File: config.mk
export PLATFORM = sky130hd
export DESIGN_NAME = pmm_unit
export DESIGN_NICKNAME = d
export VERILOG_FILES = /design/src/rtl/pmm_pkg.sv /design/src/rtl/pmm_minmax.sv /design/src/rtl/pmm_unpack.sv /design/src/rtl/pmm_pack.sv /design/src/rtl/pmm_unit.sv
export SDC_FILE = /design/constraint.sdc
export NUM_CORES = 1
export LEC_CHECK = 0
export ABC_AREA = 0
export BUFFER_PORTS_ARGS = -buffer_cell sky130_fd_sc_hd__buf_2
export CAP_MARGIN = 25
export CORE_UTILIZATION = 40
export DETAILED_ROUTE_END_ITERATION = 12
export GPL_ROUTABILITY_DRIVEN = 1
export SLEW_MARGIN = 10
export SYNTH_ARGS = -nofsm -noshare
export SYNTH_HDL_FRONTEND = slang
export SYNTH_SLANG_ARGS = --single-unit
File: constraint.sdc
create_clock -name clk -period 2.97 [get_ports clk]
set_clock_uncertainty 0.2 [all_clocks]
set_input_delay 0.594 -clock clk [delete_from_list [all_inputs] [get_ports clk]]
set_output_delay 0.594 -clock clk [all_outputs]
set_load 0.02 [all_outputs]
File: src/rtl/pmm_pkg.sv
package pmm_pkg;

    typedef enum logic [2:0] {
        OP_MIN2     = 3'd0,
        OP_MAX2     = 3'd1,
        OP_UNPK_Z   = 3'd2,
        OP_UNPK_S   = 3'd3,
        OP_PACK_U8  = 3'd4,
        OP_PACK_S16 = 3'd5
    } pmm_op_e;

    // Signed halfword to unsigned byte, clamped to 0..255.
    function automatic logic [7:0] sat_to_u8(input logic [15:0] v);
        if (v[15])
            return 8'h00;
        else if (|v[14:8])
            return 8'hFF;
        else
            return v[7:0];
    endfunction

    // Signed word to signed halfword, clamped to -32768..32767.
    function automatic logic [15:0] sat_to_s16(input logic [31:0] v);
        if (!v[31] && (|v[30:15]))
            return 16'h7FFF;
        else if (v[31] && !(&v[30:15]))
            return 16'h8000;
        else
            return v[15:0];
    endfunction

endpackage

File: src/rtl/pmm_minmax.sv
module pmm_minmax #(
    parameter int DATA_W = 32
) (
    input  logic [DATA_W-1:0] a,
    input  logic [DATA_W-1:0] b,
    input  logic              pick_max,
    output logic [DATA_W-1:0] y
);
    localparam int H_LANES = DATA_W / 16;

    for (genvar i = 0; i < H_LANES; i++) begin : g_lane
        logic signed [15:0] la, lb;
        logic               a_lt_b;
        assign la     = a[16*i +: 16];
        assign lb     = b[16*i +: 16];
        assign a_lt_b = la < lb;
        assign y[16*i +: 16] = (a_lt_b ^ pick_max) ? la : lb;
    end
endmodule

File: src/rtl/pmm_unpack.sv
module pmm_unpack #(
    parameter int DATA_W = 32
) (
    input  logic [DATA_W-1:0]   a,
    input  logic                sign_fill,
    output logic [2*DATA_W-1:0] y
);
    localparam int B_LANES = DATA_W / 8;

    for (genvar k = 0; k < B_LANES; k++) begin : g_byte
        logic [7:0] bt;
        logic       fill;
        assign bt   = a[8*k +: 8];
        assign fill = sign_fill & bt[7];
        assign y[16*k +: 16] = {{8{fill}}, bt};
    end
endmodule

File: src/rtl/pmm_pack.sv
module pmm_pack
    import pmm_pkg::*;
#(
    parameter int DATA_W = 32
) (
    input  logic [DATA_W-1:0] a,
    input  logic [DATA_W-1:0] b,
    output logic [DATA_W-1:0] y_u8,
    output logic [DATA_W-1:0] y_s16
);
    localparam int CAT_W   = 2 * DATA_W;
    localparam int H_TOTAL = CAT_W / 16;
    localparam int W_TOTAL = CAT_W / 32;

    logic [CAT_W-1:0] cat;
    assign cat = {a, b};

    for (genvar i = 0; i < H_TOTAL; i++) begin : g_u8
        assign y_u8[8*i +: 8] = sat_to_u8(cat[16*i +: 16]);
    end

    for (genvar j = 0; j < W_TOTAL; j++) begin : g_s16
        assign y_s16[16*j +: 16] = sat_to_s16(cat[32*j +: 32]);
    end
endmodule

File: src/rtl/pmm_unit.sv
module pmm_unit
    import pmm_pkg::*;
#(
    parameter int DATA_W = 32
) (
    input  logic                clk,
    input  logic                rst_n,
    input  logic                in_valid,
    input  logic [2:0]          opcode,
    input  logic [DATA_W-1:0]   op_a,
    input  logic [DATA_W-1:0]   op_b,
    output logic                out_valid,
    output logic [2*DATA_W-1:0] result
);
    localparam int RES_W = 2 * DATA_W;

    typedef struct packed {
        logic             vld;
        logic [RES_W-1:0] res;
    } state_t;

    state_t st_d, st_q;

    logic [DATA_W-1:0] mm_y, u8_y, s16_y;
    logic [RES_W-1:0]  unp_y;

    pmm_minmax #(.DATA_W(DATA_W)) u_minmax (
        .a(op_a), .b(op_b),
        .pick_max(opcode == OP_MAX2),
        .y(mm_y)
    );

    pmm_unpack #(.DATA_W(DATA_W)) u_unpack (
        .a(op_a),
        .sign_fill(opcode == OP_UNPK_S),
        .y(unp_y)
    );

    pmm_pack #(.DATA_W(DATA_W)) u_pack (
        .a(op_a), .b(op_b),
        .y_u8(u8_y), .y_s16(s16_y)
    );

    always_comb begin
        st_d     = st_q;
        st_d.vld = in_valid;
        if (in_valid) begin
            case (opcode)
                OP_MIN2, OP_MAX2:      st_d.res = {{DATA_W{1'b0}}, mm_y};
                OP_UNPK_Z, OP_UNPK_S:  st_d.res = unp_y;
                OP_PACK_U8:            st_d.res = {{DATA_W{1'b0}}, u8_y};
                OP_PACK_S16:           st_d.res = {{DATA_W{1'b0}}, s16_y};
                default:               st_d.res = '0;
            endcase
        end
    end

    always_ff @(posedge clk) begin
        if (!rst_n) st_q <= '0;
        else        st_q <= st_d;
    end

    assign out_valid = st_q.vld;
    assign result    = st_q.res;


    valid_latency_chk: assert property (@(posedge clk) disable iff (!rst_n)
        in_valid |=> out_valid);


    idle_latency_chk: assert property (@(posedge clk) disable iff (!rst_n)
        !in_valid |=> !out_valid);


    hold_result_chk: assert property (@(posedge clk) disable iff (!rst_n)
        !in_valid |=> $stable(result));


    reserved_zero_chk: assert property (@(posedge clk) disable iff (!rst_n)
        (in_valid && opcode[2] && opcode[1]) |=> (result == '0));


    min_bound_chk: assert property (@(posedge clk) disable iff (!rst_n)
        (in_valid && opcode == OP_MIN2) |=>
            ($signed(result[15:0]) <= $signed($past(op_a[15:0])) &&
             $signed(result[15:0]) <= $signed($past(op_b[15:0]))));


    max_bound_chk: assert property (@(posedge clk) disable iff (!rst_n)
        (in_valid && opcode == OP_MAX2) |=>
            ($signed(result[15:0]) >= $signed($past(op_a[15:0])) &&
             $signed(result[15:0]) >= $signed($past(op_b[15:0]))));


    sign_fill_chk: assert property (@(posedge clk) disable iff (!rst_n)
        (in_valid && opcode == OP_UNPK_S) |=> (result[15:8] == {8{result[7]}}));


    neg_clamp_chk: assert property (@(posedge clk) disable iff (!rst_n)
        (in_valid && opcode == OP_PACK_U8 && op_b[15]) |=> (result[7:0] == 8'h00));


    s16_upper_zero_chk: assert property (@(posedge clk) disable iff (!rst_n)
        (in_valid && opcode == OP_PACK_S16) |=> (result[RES_W-1:DATA_W] == '0));
endmodule

# After elaboration in Yosys (flattened, before gate mapping)
# Cells that the tools add are included.
# word_totals
regBits,65
inputBits,70
# op_classes
magnitude_cmp,2
n_eq_ne,5
mux,15
bitwise_logic,6
reduce_logical,19
# ops
operator,count
$pmux 64 s4,1
$mux 16,6
$mux 8,8
$lt 16x16->1,2
$reduce_and 16->1,2
$reduce_or 16->1,2
$reduce_or 7->1,4
$eq 3x2->1 const B,2
$eq 3x3->1 const B,2
$and 1x1->1,4
$logic_and 1x1->1,4
$logic_not 1->1,4
$reduce_or 2->1,2
$eq 3x1->1 const B,1
$logic_not 3->1,1
$xor 1x1->1,2

# Depth between registers and ports, before layout
# Gate-level depths: netlist (run 1).
# depth
word_depth,6
ltp_mapped,9
mapped_depth_nobuf,8

# Modules after synthesis
# From an unflattened synthesis (run 1), not the netlist that was laid out.
# hier_totals
hier_cells,658
area_unflattened_um2,5866.9
# modules_own_cells
mod,n_inst,cells_per_inst,area_per_inst_um2,seq_area_each_um2
pmm_unit,1,324,3195.6,1301.2
pmm_minmax,1,138,1337.5,0.0
pmm_pack,1,128,828.3,0.0
pmm_unpack,1,68,505.5,0.0

# Least setup slack after synthesis (run 1)
# No wires, ideal clock.
# synth_timing
path_kind,input to register
from,input op_b[31]
to,register st_q (netlist bit result[16])
setup_ns,0.074
t_arrival_ns,2.415
t_required_ns,2.696
slack_ns,0.281
cell_stages,9
cell_sequence,inv_1 ha_1 nand4_1 nor4_1 a311oi_1 a21oi_1 clkbuf_2 o21ai_0 a31oi_1
# synth_between
elab_chain_len,4
# synth_lines
item,line_no,rtl
start: declaration,pmm_unit.sv:11,"input logic [DATA_W-1:0] op_b,"
$lt 16x16->1,pmm_minmax.sv:16,assign a_lt_b = la < lb;
$xor 1x1->1,pmm_minmax.sv:17,assign y[16*i +: 16] = (a_lt_b ^ pick_max) ? la : lb;
$mux 16,pmm_minmax.sv:17,
$pmux 64 s4,pmm_unit.sv:48,case (opcode)
end signal: assignment,pmm_unit.sv:60,else st_q <= st_d;
end: declaration,pmm_unit.sv:22,"state_t st_d, st_q;"
# No other way between the ends.
# A chain may end at the register's enable or synchronous reset.

# Worst setup path after layout (run 1)
# layout_timing
from,input op_b[25]
to,register st_q (netlist bit result[29])
# The elaborated chain is that of the path after synthesis.

==> metrics.txt, run 1 <==
clock period minus final worst setup slack=~2800 ps; cell count of the worst reg-to-reg path=3; Routability Congestion=1.032; hold path endpoint=result[50]; number of cells in the design after placement=between 800 and 900; class of the tightest hold or removal check=reg -> reg; post-place instance area=around 5300 um2; TritonCTS buffer count=5; Skew-Pair Late Insertion Delay=roughly 310 ps; initial core utilization=around two fifths; routed vias=between 5,000 and 6,000; Final Hold Vio Count=0; I/O pins=roughly 140; global route overflow=0; highest-delay cell along the critical path=nor3_4; CTS Root Cell=clkbuf_8; Layout Area Growth over Synthesis=25.06%; Worst Max-Slew Pin Slew=roughly 760 ps; vias per cell=around 6; Setup WS post-layout=between 150 and 200 ps; fraction of the yosys area taken by sequential cells=a little under a quarter; hold path depth=2; Setup Crit Path Kind=in -> reg; final net count=833; Final Non-Filler Cells=870; largest net degree at the start of global routing=31; register clock-pin slew on the reported worst setup and hold paths=~100 ps; commonest non-fill, non-tap cell in the layout=buf_2; commonest cells after routing, fill and taps aside=buf_2 (134), o21ai_0 (97), dfxtp_1 (51); number of buffers and inverters on the critical path=2; syn avg cell area=approximately 7.4 um2; cells along the critical path=buf_2 > inv_1 > ha_1 > a211o_1 > a21oi_1 > o2bb2ai_1 > nor3_4 > o21ai_0 > a31oi_1; Critical R2R Launch=result[7]; total half-perimeter wirelength after legalization and detailed placement=about 13 mm; CP Launch Type=input port; # H-tree levels=2; final cell area excluding filler cells=5451 um2; post-cts resize count=0; endpoint of the most critical register-to-register path=result[7]; die area=~11,000 um2; DRC viols=0; setup slack at placement=-121.0 ps; power density cells=between 300 and 400 nW/um2; hold bufs inserted after CTS=0; count of input and output buffers=around 130; global-route wire length before repair=approximately 27 mm; Data required, critical path=3010 ps; number of placement rows=37; RSZ-0062 raised after global routing=no; number of antenna violations at the first check in global routing=0; Highest Clock Rate=between 300 and 400 MHz; share of layout cells above drive strength 1=between 20% and 30%; maximum root-to-sink buffer count=2; delay contributed by the slowest stage of the critical path=between 500 and 600 ps; distinct cell type count after synthesis=just under 50; antenna cell count=0; highest fanout seen on the critical path=16; delay-heaviest family, CP=compound AO/OA/AOI/OAI gates; Leak=2.369 nW; all-layer global routing usage=roughly 30%; relative max-transition margin=between 40% and 50%; result of the run=complete, no violations; ANT nets after route=0; arrival time at the worst endpoint=around 2800 ps; Final setup viols=0; Floorplan Core Area=~10,000 um2; number of optimization iterations in the first detailed-route pass=5; nature of the critical path endpoint=flop; Peak supply drop=approximately 220 uV; WL final=about 17 mm; die height=roughly 110 um; R2R Setup Slk=around 1600 ps; via count of the first global-routing pass=about 5,100; Mapped Nets=between 600 and 700; number of maximum-capacitance violations=0; TritonCTS clock tree=done; synthesized netlist cell count=590; WL/cell=between 15 and 20 um; startpoint of the lowest-slack hold path=result[50]; synthesized area=around 4400 um2; register bit total from synthesis=51; final worst-path cycle share=a little over nine tenths; CTS Sinks=just over 50; Worst Hold Margin=between 200 and 300 ps; number of pins with negative max-slew slack in the final report=0; number of setup buffers added after CTS=0; Die X=around 110 um; Crit. Startpoint=op_b[25]; Warnings, synthesis=0; violation count after the first detailed-route iteration=361
[state kept, by name (all words and copies together) (netlist names)]
| register | count |
|---|---|
| out_valid | 1 |
| result | 50 |
[power breakdown]
group          leakage, nW  internal [mW]  switching [mW]
clock               0.0644          0.336           0.256
sequential           0.415          0.713          0.0146
combinational         1.89          0.231           0.366
total                 2.37           1.28           0.636
[worst max-delay path by stage]
stage | to | depth (start not counted)
5_1_grt | result[29] | 9
4_1_cts | result[29] | 8
3_3_place_gp | result[24] | 8
2_1_floorplan | result[16] | 9
3_5_place_dp | result[29] | 8
6_report | result[29] | 9
[synth_stat cells (all sizes together)]
cell type / n / area [um2]
o21ai: 107 / 535.5
dfxtp: 51 / 1021
nand2b: 49 / 306.5
inv: 40 / 150.1
a21oi: 32 / 160.2
a31oi: 32 / 200.2
ha: 30 / 375.4
nand2: 28 / 105.1
clkbuf: 26 / 100.1
nand3: 25 / 125.1
a21boi: 21 / 157.6
nor2b: 19 / 118.9
buf: 18 / 132.6
a2111oi: 15 / 131.4
nor2: 15 / 56.30
nand4: 14 / 87.58
and4: 9 / 78.83
nor4: 9 / 56.30
o2111a: 8 / 90.09
nor3: 6 / 52.55
o211ai: 3 / 22.52
o21a: 3 / 22.52
a211o: 2 / 17.52
a211oi: 2 / 15.01
a2bb2oi: 2 / 17.52
a41oi: 2 / 17.52
and2: 2 / 12.51
mux2: 2 / 22.52
o311ai: 2 / 32.53
o31a: 2 / 17.52
o41ai: 2 / 17.52
xor2: 2 / 17.52
a2111o: 1 / 11.26
a311o: 1 / 10.01
a311oi: 1 / 8.760
and3: 1 / 6.260
and3b: 1 / 8.760
nor3b: 1 / 7.510
o2bb2ai: 1 / 8.760
or3: 1 / 6.260
or3b: 1 / 8.760
xnor2: 1 / 8.760
[layout make-up]
cell class | count | area, um2
Fill cell | 1066 | 5011
Multi-Input combinational cell | 455 | 2958
Sequential cell | 51 | 1021
Timing Repair Buffer | 180 | 1016
Tap cell | 136 | 170.2
Inverter | 40 | 150.1
Clock buffer | 5 | 68.82
Clock inverter | 3 | 67.56
[worst register-to-register path, stage by stage, from the launching register on]
cell	delay (ps)
dfxtp_1	320
nor2b_1	130
a2111oi_0	440
a31oi_1	140
[per-layer routing]
| layer | share of wire [%] | up-vias | global-route usage, % |
|---|---|---|---|
| li1 | - | 2476 | - |
| met1 | 43 | 2526 | 39.40 |
| met2 | 46 | 306 | 49.72 |
| met3 | 8.8 | 39 | 4.905 |
| met4 | 2.5 | 0 | 10.42 |
| met5 | 0 | - | 0 |
[stage by stage]
stage | utilization [%] | total power [mW] | TNS [ps]
6_report | 52.10 | 1.916 | 0
3_3_place_gp | 50.80 | 1.318 | -595.8
4_1_cts | 52.10 | 1.922 | 0
3_5_place_dp | 50.80 | 1.326 | -1007
2_1_floorplan | - | 1.069 | 0
5_1_grt | 52.10 | 2.003 | 0
[logic make-up (layout without fill, tap and decap cells)]
family	after synthesis	after routing	synth area share, %
buffers and inverters	84	228	8.783
AO/OA/AOI/OAI	239	239	34.27
adder cells (fa/ha/maj)	30	30	8.611
AND/OR/NAND/NOR	181	181	23.79
XOR/XNOR	3	3	0.6029
multiplexers	2	2	0.5166
flip-flops	51	51	23.42
No activity file was read; power rests on OpenSTA's default activity.
==> run 2: changes to the inputs <==
Settings changed: BUFFER_PORTS_ARGS -buffer_cell sky130_fd_sc_hd__buf_2 to unset, DONT_BUFFER_PORTS set to 1.
Clock period 2.97 ns to 3.61 ns, I/O delays scaled along.
==> metrics.txt, run 2 (synthesis gave the netlist of run 1 again) <==
result of the run=complete, no violations; CTS Sinks=51 (unchanged); Sw Pwr=0.4276 mW (-33%); Layout Area Growth over Synthesis=2.842%; number of setup buffers added after CTS=0 (unchanged); cell count of the worst reg-to-reg path=2 (-1); global-route wire length before repair=24.08 mm (-9.9%); Storage cell area=1023 um2 (+0.24%); routed vias=4,527 (-15%); number of maximum-capacitance violations=0 (unchanged); nature of the critical path endpoint=flop; die area=11,320 um2 (unchanged); endpoint of the most critical register-to-register path=result[47]; number of optimization iterations in the first detailed-route pass=5 (unchanged); total half-perimeter wirelength after legalization and detailed placement=11.32 mm (-12%); maximum root-to-sink buffer count=2 (unchanged); WL/cell=22.33 um (+14%); Final setup viols=0 (unchanged); Leak=1.560 nW (-34%); crit path to=result[28]; Floorplan Core Area=10,460 um2 (unchanged); power density cells=304.2 nW/um2 (-13%); commonest non-fill, non-tap cell in the layout=o21ai_0; proportion of power drawn by combinational gates=20.2% (-11 points); Worst Max-Slew Pin Slew=821.8 ps (+57.20 ps); violation count after the first detailed-route iteration=397 (+10%); hold bufs inserted after CTS=0 (unchanged); Sum Neg Setup Slack=0 ps (unchanged); ANT nets after route=0 (unchanged); relative max-transition margin=44.49% (-3.9 points); highest fanout seen on the critical path=9 (-7); number of pins with negative max-slew slack in the final report=0 (unchanged); class of the tightest hold or removal check=in -> reg; Routability Congestion=0.9276 (-10%); portion of total power attributed to the clock network=33.1% (+2.2 points); Setup Crit Path Kind=in -> reg; commonest cells after routing, fill and taps aside=o21ai_0 (97), nand2b_1 (49), dfxtp_1 (49); Final Hold Vio Count=0 (unchanged); number of inserted filler cells in the final layout=1,084 (+1.7%); TritonCTS buffer count=5 (unchanged); Data required, critical path=3670 ps (+660 ps); Critical R2R Launch=result[47]; Crit. Startpoint=op_b[31]; via count of the first global-routing pass=4,302 (-16%); clock period minus final worst setup slack=approximately 3000 ps; final net count=661 (-21%); hold path depth=2 (unchanged); share of layout cells above drive strength 1=4.626% (-22 points); R2R Setup Slk=2190 ps (+580 ps); area of combinational cells with multiple inputs=2958 um2 (unchanged); global route overflow=0 (unchanged); DRC viols=0 (unchanged); Worst Hold Margin=304.2 ps (+23.18 ps); final cell area excluding filler cells=4483 um2 (-18%); Sequential Power Share=46.6% (+8.6 points); post-cts resize count=0 (unchanged); number of placement rows=37 (unchanged); CP Launch Type=input port; CTS Root Cell=clkbuf_8; arrival time at the worst endpoint=3050 ps (+230 ps); flip-flop count of the largest register, all copies and words added=50 (unchanged); WL final=15.59 mm (-8.2%); all-layer global routing usage=27.55% (-2.5 points); Skew-Pair Late Insertion Delay=320 ps (about the same); I/O pins=135 (unchanged); # H-tree levels=2 (unchanged); RSZ-0062 raised after global routing=no; count of input and output buffers=0 (-100%); largest net degree at the start of global routing=72 (+130%); vias per cell=6.486 (+5.5%); TritonCTS clock tree=done; design internal power=0.9362 mW (-27%); final worst-path cycle share=between 80% and 90%; post-place instance area=4362 um2 (-18%); Peak supply drop=157.6 uV (-27%); Highest Clock Rate=~330 MHz; net switching fraction of the power=31.35% (-1.9 points); die height=106.4 um (unchanged); register clock-pin slew on the reported worst setup and hold paths=110 ps (about the same); Die X=106.4 um (unchanged); initial core utilization=41.66% (unchanged); number of antenna violations at the first check in global routing=0 (unchanged); antenna cell count=0 (unchanged)
==> run 2: how the worst min path moves through the flow <==
stage / startpoint / endpoint / slack [ps]
after floorplan: result[48] / result[48] / 350
after CTS: rst_n / result[26] / 290
after global placement: result[55] / result[55] / 360
final: rst_n / result[26] / 300
after detailed placement: result[48] / result[48] / 370
after global routing: rst_n / result[26] / 290
==> run 2: routing by layer <==
layer | track usage (%) | up-vias | part of all wire (%)
met3 | 8.032 | 28 | 11
met5 | 0 | - | 0
met1 | 33.64 | 2132 | 40
met4 | 7.937 | 0 | 1.8
met2 | 46.61 | 246 | 47
li1 | - | 2121 | -
==> run 2: critical path, cell delays in order <==
cell	delay (ps)
inv_1	60
ha_1	340
nand4_1	190
nor4_1	450
a311oi_1	250
a21oi_1	510
buf_4	260
o21ai_1	70
a31oi_1	190
==> run 2: layout make-up <==
cell class / instances / share of cell area [%]
Inverter: 40 / 3.349
Clock buffer: 6 / 1.842
Clock inverter: 2 / 0.8652
Sequential cell: 51 / 22.83
Timing Repair Buffer: 8 / 1.340
Tap cell: 136 / 3.796
Multi-Input combinational cell: 455 / 65.98
==> run 2: power groups by stage <==
stage	clock, mW	sequential, mW	combinational [mW]
3_5_place_dp	0	0.650	0.271
5_1_grt	0.486	0.639	0.310
6_report	0.452	0.636	0.276
2_1_floorplan	0	0.640	0.240
4_1_cts	0.464	0.637	0.273
3_3_place_gp	0	0.649	0.264
==> run 2: metrics by stage <==
step           setup slack [ps]  power [mW]  utilization, %  instances
3_5_place_dp              369.2      0.9206           41.69        690
3_3_place_gp              524.5      0.9137           41.69        690
6_report                  615.3       1.364           42.85        698
2_1_floorplan             793.1      0.8796               -        590
4_1_cts                   714.6       1.374           42.85        698
5_1_grt                   443.1       1.435           42.85        698
